$ cat src/rtl/fcg_pkg.sv
package fcg_pkg;
  typedef enum logic [2:0] {
    ST_OPEN   = 3'd0,
    ST_PEND   = 3'd1,
    ST_DRAIN  = 3'd2,
    ST_RESET  = 3'd3,
    ST_SETTLE = 3'd4
  } fcg_state_e;
endpackage

$ cat src/rtl/fcg_line_mon.sv
// Counts line ends on the core output and flags the beat that completes a frame.
module fcg_line_mon #(
  parameter int LINE_W = 12
) (
  input  logic              clk,
  input  logic              rst,
  input  logic              core_rst,
  input  logic              o_tvalid,
  input  logic              o_tready,
  input  logic              o_tuser,
  input  logic              o_tlast,
  input  logic [LINE_W-1:0] lines_per_frame,
  output logic              frame_done
);
  logic [LINE_W-1:0] cnt_q;
  logic [LINE_W-1:0] base;
  logic [LINE_W-1:0] nxt;
  logic              beat;

  always_comb begin
    beat       = o_tvalid && o_tready;
    base       = o_tuser ? '0 : cnt_q;
    nxt        = base + LINE_W'(o_tlast);
    frame_done = beat && o_tlast && (nxt == lines_per_frame);
  end

  always_ff @(posedge clk) begin
    if (rst || core_rst) begin
      cnt_q <= '0;
    end else if (beat) begin
      cnt_q <= frame_done ? '0 : nxt;
    end
  end
endmodule

$ cat src/rtl/fcg_ctrl.sv
// Sequencer: pending -> drain -> core reset -> settle, plus outstanding-frame count.
module fcg_ctrl
  import fcg_pkg::*;
#(
  parameter int RST_W  = 8,
  parameter int OUTS_W = 4
) (
  input  logic              clk,
  input  logic              rst,
  input  logic              req_valid,
  input  logic              s_tvalid,
  input  logic              s_tuser,
  input  logic              sof_in,
  input  logic              frame_done,
  input  logic [RST_W-1:0]  rst_cycles,
  output fcg_state_e        state,
  output logic [OUTS_W-1:0] outs_cnt,
  output logic              core_rst,
  output logic              busy
);
  localparam logic [RST_W-1:0]  TMR_ONE  = RST_W'(1);
  localparam logic [OUTS_W-1:0] OUTS_ONE = OUTS_W'(1);

  fcg_state_e        st_q, st_d;
  logic [RST_W-1:0]  tmr_q, tmr_d;
  logic [OUTS_W-1:0] outs_q;

  always_comb begin
    st_d  = st_q;
    tmr_d = tmr_q;
    unique case (st_q)
      ST_OPEN:   if (req_valid) st_d = ST_PEND;
      ST_PEND:   if (s_tvalid && s_tuser) st_d = ST_DRAIN;
      ST_DRAIN: begin
        if (outs_q == '0) begin
          st_d  = ST_RESET;
          tmr_d = (rst_cycles == '0) ? TMR_ONE : rst_cycles;
        end
      end
      ST_RESET: begin
        if (tmr_q == TMR_ONE) st_d = ST_SETTLE;
        else                  tmr_d = tmr_q - TMR_ONE;
      end
      ST_SETTLE: st_d = req_valid ? ST_PEND : ST_OPEN;
      default:   st_d = ST_OPEN;
    endcase
  end

  always_ff @(posedge clk) begin
    if (rst) begin
      st_q     <= ST_OPEN;
      tmr_q    <= '0;
      core_rst <= 1'b0;
      busy     <= 1'b0;
    end else begin
      st_q     <= st_d;
      tmr_q    <= tmr_d;
      core_rst <= (st_d == ST_RESET);
      busy     <= (st_d != ST_OPEN);
    end
  end

  always_ff @(posedge clk) begin
    if (rst) begin
      outs_q <= '0;
    end else if (sof_in && !frame_done) begin
      outs_q <= outs_q + OUTS_ONE;
    end else if (!sof_in && frame_done && (outs_q != '0)) begin
      outs_q <= outs_q - OUTS_ONE;
    end
  end

  assign state    = st_q;
  assign outs_cnt = outs_q;
endmodule

$ cat src/rtl/fcg_cfg_regs.sv
// Shadow and active parameter registers; commit happens during core reset.
module fcg_cfg_regs #(
  parameter int             CFG_W   = 32,
  parameter logic [CFG_W-1:0] CFG_RST = '0
) (
  input  logic             clk,
  input  logic             rst,
  input  logic             req_valid,
  input  logic [CFG_W-1:0] req_cfg,
  input  logic             commit,
  output logic [CFG_W-1:0] cfg_active
);
  logic [CFG_W-1:0] shadow_q;
  logic [CFG_W-1:0] shadow_d;

  assign shadow_d = req_valid ? req_cfg : shadow_q;

  always_ff @(posedge clk) begin
    if (rst) begin
      shadow_q   <= CFG_RST;
      cfg_active <= CFG_RST;
    end else begin
      shadow_q <= shadow_d;
      if (commit) cfg_active <= shadow_d;
    end
  end
endmodule

$ cat src/rtl/frame_cfg_gate.sv
module frame_cfg_gate
  import fcg_pkg::*;
#(
  parameter int DATA_W = 24,
  parameter int CFG_W  = 32,
  parameter int LINE_W = 12,
  parameter int RST_W  = 8,
  parameter int OUTS_W = 4
) (
  input  logic              clk,
  input  logic              rst,
  input  logic [DATA_W-1:0] s_tdata,
  input  logic              s_tuser,
  input  logic              s_tlast,
  input  logic              s_tvalid,
  output logic              s_tready,
  output logic [DATA_W-1:0] m_tdata,
  output logic              m_tuser,
  output logic              m_tlast,
  output logic              m_tvalid,
  input  logic              m_tready,
  input  logic              o_tuser,
  input  logic              o_tlast,
  input  logic              o_tvalid,
  input  logic              o_tready,
  input  logic [LINE_W-1:0] lines_per_frame,
  input  logic [RST_W-1:0]  rst_cycles,
  input  logic              req_valid,
  input  logic [CFG_W-1:0]  req_cfg,
  output logic [CFG_W-1:0]  cfg_active,
  output logic              core_rst,
  output logic              busy
);
  fcg_state_e        state;
  logic [OUTS_W-1:0] outs_cnt;
  logic              frame_done;
  logic              gate_pass;
  logic              sof_in;

  // Open when idle; while pending, pass everything except a frame start.
  always_comb begin
    gate_pass = (state == ST_OPEN) || ((state == ST_PEND) && !s_tuser);
    m_tvalid  = s_tvalid && gate_pass;
    s_tready  = m_tready && gate_pass;
    m_tdata   = s_tdata;
    m_tuser   = s_tuser;
    m_tlast   = s_tlast;
    sof_in    = m_tvalid && m_tready && s_tuser;
  end

  fcg_line_mon #(.LINE_W(LINE_W)) i_line_mon (
    .clk             (clk),
    .rst             (rst),
    .core_rst        (core_rst),
    .o_tvalid        (o_tvalid),
    .o_tready        (o_tready),
    .o_tuser         (o_tuser),
    .o_tlast         (o_tlast),
    .lines_per_frame (lines_per_frame),
    .frame_done      (frame_done)
  );

  fcg_ctrl #(.RST_W(RST_W), .OUTS_W(OUTS_W)) i_ctrl (
    .clk        (clk),
    .rst        (rst),
    .req_valid  (req_valid),
    .s_tvalid   (s_tvalid),
    .s_tuser    (s_tuser),
    .sof_in     (sof_in),
    .frame_done (frame_done),
    .rst_cycles (rst_cycles),
    .state      (state),
    .outs_cnt   (outs_cnt),
    .core_rst   (core_rst),
    .busy       (busy)
  );

  fcg_cfg_regs #(.CFG_W(CFG_W), .CFG_RST('0)) i_cfg (
    .clk        (clk),
    .rst        (rst),
    .req_valid  (req_valid),
    .req_cfg    (req_cfg),
    .commit     (core_rst),
    .cfg_active (cfg_active)
  );
endmodule

$ cat config.mk
export PLATFORM = sky130hd
export DESIGN_NAME = frame_cfg_gate
export DESIGN_NICKNAME = d
export VERILOG_FILES = /design/src/rtl/fcg_pkg.sv /design/src/rtl/fcg_line_mon.sv /design/src/rtl/fcg_ctrl.sv /design/src/rtl/fcg_cfg_regs.sv /design/src/rtl/frame_cfg_gate.sv
export SDC_FILE = /design/constraint.sdc
export NUM_CORES = 1
export LEC_CHECK = 0
export BUFFER_PORTS_ARGS = -buffer_cell sky130_fd_sc_hd__buf_4
export CAP_MARGIN = 20
export CORE_UTILIZATION = 55
export CTS_CLUSTER_DIAMETER = 40
export DETAILED_ROUTE_END_ITERATION = 16
export GPL_TIMING_DRIVEN = 0
export HOLD_SLACK_MARGIN = 0.03
export PLACE_DENSITY = 0.86
export SLEW_MARGIN = 20
export SYNTH_ARGS = -nofsm -noshare
export SYNTH_HDL_FRONTEND = slang
export SYNTH_SLANG_ARGS = --single-unit
$ cat constraint.sdc
create_clock -name clk -period 7.4 [get_ports clk]
set_input_delay 1.48 -clock clk [delete_from_list [all_inputs] [get_ports clk]]
set_output_delay 1.48 -clock clk [all_outputs]
set_load 0.005 [all_outputs]
After elaboration in Yosys (flattened, before gate mapping)
Index checks and enable logic that the tools add are counted.
{"block": "word_totals", "register_bits": 93, "in_bits": 87, "output_inout_bits": 62, "elab_cells": 61}
{"block": "op_classes", "addsub": 4, "n_eq_ne": 9, "n_mux": 15, "n_reduce_logical": 25}
{"cell": "2-to-1 mux 32 bit", "count": 1}
{"cell": "2-to-1 mux 12 bit", "count": 2}
{"cell": "2-to-1 mux 8 bit", "count": 3}
{"cell": "one-hot mux 8 bit (2 select lines)", "count": 1}
{"cell": "one-hot mux 3 bit (5 select lines)", "count": 1}
{"cell": "adder 12 x 1 -> 12 bit", "count": 1}
{"cell": "equality test 12 bit", "count": 1}
{"cell": "logical AND 1 bit", "count": 12}
{"cell": "2-to-1 mux 3 bit", "count": 4}
{"cell": "equality test 3 x 2 -> 1 bit (second input constant)", "count": 3}
{"cell": "equality test 8 x 1 -> 1 bit (second input constant)", "count": 1}
{"cell": "zero test 8 bit", "count": 1}
{"cell": "2-to-1 mux 4 bit", "count": 2}
{"cell": "subtractor 8 x 1 -> 8 bit (second input constant)", "count": 1}
{"cell": "adder 4 x 1 -> 4 bit (second input constant)", "count": 1}
{"cell": "zero test 4 bit", "count": 1}
{"cell": "nonzero test 2 bit", "count": 2}
{"cell": "nonzero test 4 bit", "count": 1}
{"cell": "subtractor 4 x 1 -> 4 bit (second input constant)", "count": 1}
{"cell": "equality test 3 x 1 -> 1 bit (second input constant)", "count": 1}
{"cell": "equality test 3 bit (second input constant)", "count": 1}
{"cell": "zero test 1 bit", "count": 3}
{"cell": "zero test 3 bit", "count": 1}
{"cell": "AND reduction 3 bit", "count": 1}
{"cell": "5 further kinds", "count": 6}

Logic depth before layout (Yosys ltp)
{"block": "depth", "word_depth": 11, "mapped_depth": 22, "depth_no_buf": 17}

Cells and area by module
Synthesis repeated with hierarchy kept, for this count alone.
{"block": "unflattened", "hier_cells": 513, "hier_area_um2": 4704.5}
{"module": "fcg_cfg_regs", "n_inst": 1, "cells_each": 210, "area_per_inst_um2": 2212.1}
{"module": "fcg_line_mon", "n_inst": 1, "cells_each": 156, "area_per_inst_um2": 1238.7}
{"module": "fcg_ctrl", "n_inst": 1, "cells_each": 115, "area_per_inst_um2": 1023.5}
{"module": "frame_cfg_gate", "n_inst": 1, "cells_each": 32, "area_per_inst_um2": 230.2}

Worst setup path after synthesis
No wires, ideal clock.
{"block": "synth_path", "path_kind": "input port to flip-flop", "startpoint": "input o_tuser", "endpoint": "register i_ctrl.outs_q[3] (netlist: i_ctrl.outs_cnt[3])", "arrival_ns": 5.288, "required_time_ns": 7.279, "setup_slack_ns": 1.991, "path_stages": 21, "cell_sequence": "buf_1 > nor2b_1 > ha_1 > ha_1 > nand3_2 > buf_6 > o21a_1 > nor4b_2 > o2bb2ai_1 > a22oi_1 > or4_1 > buf_2 > buf_2 > buf_2 > nand2_1 > ha_1 > a21o_1 > a21oi_1 > nor2_1 > mux2i_1 > mux2_2"}
{"block": "synth_via", "elab_chain_cells": 7}
{"item": "start: declaration", "line": "frame_cfg_gate.sv:22", "rtl": "input logic o_tuser,"}
{"item": "2-to-1 mux 12 bit *", "line": "fcg_line_mon.sv:22", "rtl": "base = o_tuser ? '0 : cnt_q;"}
{"item": "adder 12 x 1 -> 12 bit *", "line": "fcg_line_mon.sv:23", "rtl": "nxt = base + LINE_W'(o_tlast);"}
{"item": "equality test 12 bit *", "line": "fcg_line_mon.sv:24", "rtl": "frame_done = beat && o_tlast && (nxt == lines_per_frame);"}
{"item": "logical AND 1 bit *", "line": "fcg_line_mon.sv:24"}
{"item": "zero test 1 bit or logical AND 1 bit (tied branches)", "line": "fcg_ctrl.sv:66, fcg_ctrl.sv:68"}
{"item": "logical AND 1 bit, on equally long branches", "line": "fcg_ctrl.sv:66, fcg_ctrl.sv:68"}
{"item": "2-to-1 mux 4 bit or nonzero test 2 bit (tied branches)"}
{"item": "end signal: assignment", "line": "fcg_ctrl.sv:67", "rtl": "outs_q <= outs_q + OUTS_ONE;"}
{"item": "end signal: assignment", "line": "fcg_ctrl.sv:69", "rtl": "outs_q <= outs_q - OUTS_ONE;"}
{"item": "end: declaration", "line": "fcg_ctrl.sv:26", "rtl": "logic [OUTS_W-1:0] outs_q;"}
Every way passes the cells marked *; elsewhere a longest branch is shown, timed or not.
A chain may end at the register's enable or synchronous reset.

Final worst setup path
Same ends and word-level chain as after synthesis.

==> flow_summary_export.csv <==
group,metric,value,unit
final_layout,nNetsFinal,726,
synthesis,synth-main-ff-cell,"dfxtp_1",
timing,maxSlewViolCount,0,
critical_path,start_kind,"primary input",
final_layout,layout_common_cells,"147 x buf_4, 93 x dfxtp_1, 66 x nor2_1",
route,drtIter0Drc,231,
route,viasPerCell,5.48,
placement,port_buffers,121,
global_routing,antenna_found_initial,0,
critical_path,cp_slowest_cell,"or4_1",
floorplan,die_area,0.00850,sq mm
timing,finalHoldViolCount,0,
synthesis,ys.warnings.count,0,
power_and_ir_drop,p_switching,0.000277,W
clocking,ctsHoldBuffers,0,
critical_path,path_cells,"buf_4 > buf_1 > nor2b_1 > ha_1 > ha_1 > nand3_2 > buf_6 > nor3_1 > o21ai_0 > o2bb2ai_1 > a22oi_1 > or4_1 > buf_2 > buf_2 > buf_2 > nand2_1 > ha_1 > a21o_1 > a21oi_1 > nor2_1 > mux2i_1 > mux2_2",
timing,worst_pin_slew,853,ps
final_layout,final_common_cell,"buf_4",
clocking,clk_latency,360,ps
power_and_ir_drop,pwr-share-clk,31.6,%
timing,rsz0062_at_grt,"false",
route,vias,4050,
power_and_ir_drop,power.density,180,mW/mm^2
critical_path,endpoint_kind,"register",
clocking,cts_tree,"built",
floorplan,initial_core_util,57.3,%
synthesis,synth_fp_nets,594,
placement,dp_slack,1300,ps
clocking,clock_sinks,93,
timing,tns,0,ps
clocking,cts-buffers-inserted,9,
critical_path,cpPeakStageDelay,510,ps
floorplan,die_w,92.2,um
timing,min_period,5730,ps
timing,max_freq,174,MHz
clocking,clockRootBuffer,"clkbuf_8",
timing,worst_slack,1670,ps
run,cap_violations,0,
floorplan,core,0.00781,sq mm
final_layout,layout-drive-gt1-share,28.7,%
timing,clock_skew,7.08,ps
power_and_ir_drop,ir_drop,0.152,mV
clocking,clockBufferDepth,2,
min_path,min_path_type,"register to register",
synthesis,synth_edf_count,0,
critical_path,critPathMaxFanout,10,
synthesis,ys_ff_latch,93,
timing,fin_hold_ws,463,ps
route,drc,0,
critical_path,crit_type,"primary input to register",
run_status,outcome,"complete, no violations",
timing,setup_viol,0,
floorplan,die_h,92.2,um
synthesis,postSynthAreaPerCell,8.94,sq um
global_routing,grt.total_usage,24.9,%
power_and_ir_drop,swShare,27.1,%
timing,post-route-period-util,77.5,%
clocking,ctsHtreeMaxLevel,3,
final_layout,fin_util,72.9,%
synthesis,yosysSeqAreaShare,41.6,%
floorplan,io_pins,149,
placement,dp_hpwl,7780,um
route,first_pass_iters,5,
final_layout,syn2layout_area_growth,27.3,%
critical_path,worst-path-buf-inv,6,
global_routing,grt_max_degree,19,
critical_path,cp.required,7660,ps
clocking,post_cts_resized,0,
route,wl_per_cell,14.3,um
floorplan,rows,32,
synthesis,synthesis.area,0.00447,sq mm
clocking,cts.clk_slew.worst_paths,100,ps
timing,relSlewSlack,42.6,%
critical_path,cp.arrival,5990,ps
global_routing,overflow,0,
global_routing,grt_pass1_vias,3799,
route,detail-route-antenna-nets,0,
route,drt_wl_total,10500,um
synthesis,async_flop_share,0,%
power_and_ir_drop,intPower,0.000745,W
power_and_ir_drop,pwr-share-comb,15.9,%
power_and_ir_drop,p_leak,2.66,nW
synthesis,yosysUniqueCellTypes,48,
power_and_ir_drop,pwr-share-seq,52.4,%
global_routing,grt_pass1_wl,17100,um
synthesis,syn_inst,500,
final_layout,antenna_cells,0,
clocking,cts_setup_buffers,0,
critical_path,crit_family,"simple AND/OR/NAND/NOR gates",
placement,gp_congestion,0.888,
==> final cells by class <==
type | count | area (sq um)
flip-flops and latches | 93 | 1860
plain buffers | 61 | 344
clock buffers | 9 | 124
multi-input cells | 339 | 2240
inverters | 7 | 26.3
clock inverters | 7 | 62.6
repair buffers | 121 | 908
fillers | 603 | 2110
well taps | 102 | 128
==> sequential cells by signal, summed over array words and instances, names as in the netlist <==
name and count:
i_cfg.cfg_active 32, i_cfg.shadow_q 32, i_line_mon.cnt_q 12, i_ctrl.tmr_q 8, i_ctrl.outs_cnt 4, i_ctrl.state 3
i_ctrl.busy 1, i_ctrl.core_rst 1
==> power groups by stage <==
stage | Combinational (W) | Clock (W) | Sequential, W
finish | 0.000163 | 0.000323 | 0.000536
floorplan | 0.0000885 | 0 | 0.000546
CTS | 0.000164 | 0.000330 | 0.000536
global route | 0.000178 | 0.000350 | 0.000539
global placement | 0.000157 | 0 | 0.000546
detailed placement | 0.000163 | 0 | 0.000548
==> path summary, 6_finish.rpt <==
check | startpoint | slack, ps | end | cells past startpoint
max | o_tuser | 1670 | i_ctrl.outs_cnt[3] | 22
min reg2reg | i_line_mon.cnt_q[0] | 460 | i_line_mon.cnt_q[0] | 2
max reg2reg | i_line_mon.cnt_q[0] | 2850 | i_ctrl.outs_cnt[3] | 20
min | i_line_mon.cnt_q[0] | 460 | i_line_mon.cnt_q[0] | 2
==> synth_stat cells (2+ instances only) <==
cell type	instances	area share, %
or4_1	4	0.67
nor2_1	66	5.5
nand2_1	33	2.8
o22a_1	32	6.3
clkbuf_1	23	1.9
xor2_1	4	0.78
dfxtp_1	93	42
nand3_1	13	1.5
nor3_1	15	1.7
or2_2	3	0.42
a211oi_1	4	0.67
buf_1	3	0.25
ha_1	6	1.7
buf_2	8	0.90
o31ai_1	3	0.50
a31oi_1	6	0.84
mux2i_1	36	8.1
o21ai_0	11	1.2
buf_4	26	4.4
inv_1	7	0.59
nand4_1	8	1.1
o211ai_1	7	1.2
a22oi_1	7	1.2
o21a_1	2	0.34
xnor2_1	12	2.4
nand3b_1	3	0.50
mux2_2	4	1.0
nor4_1	5	0.70
a21oi_1	22	2.5
and2_1	8	1.1
nor2b_1	9	1.3
==> kinds of logic (layout without fill, tap and decap cells) <==
logic type / after synthesis / in the layout / share of synthesized area (%)
XOR/XNOR: 18 / 18 / 4.17
multiplexers: 40 / 40 / 9.07
adder cells (fa/ha/maj): 7 / 7 / 2.13
flip-flops: 93 / 93 / 41.6
AO/OA/AOI/OAI: 99 / 99 / 15.6
buffers and inverters: 68 / 205 / 8.28
AND/OR/NAND/NOR: 175 / 175 / 19.1
==> per-stage QoR <==
stage | total power (W) | cell area (sq um) | instances
final | 0.00102 | 5690 | 739
after floorplan | 0.000635 | 4470 | 500
after global placement | 0.000704 | 5510 | 723
after global routing | 0.00107 | 5690 | 739
after detailed placement | 0.000710 | 5510 | 723
after CTS | 0.00103 | 5690 | 739
==> metal layers <==
layer | track usage, % | vias up | part of all wire (%)
met1 | 29.8 | 1865 | 42
met5 | 0 | - | 0
met4 | 8.98 | 0 | 1.5
li1 | - | 2008 | -
met2 | 43.5 | 162 | 48
met3 | 5.80 | 15 | 8.4
==> tightest hold or removal path, stage by stage (launching register included) <==
cell and delay [ps]:
dfxtp_1 320, nand2_1 50, a21oi_1 50
No activity file was read; power rests on OpenSTA's default activity.
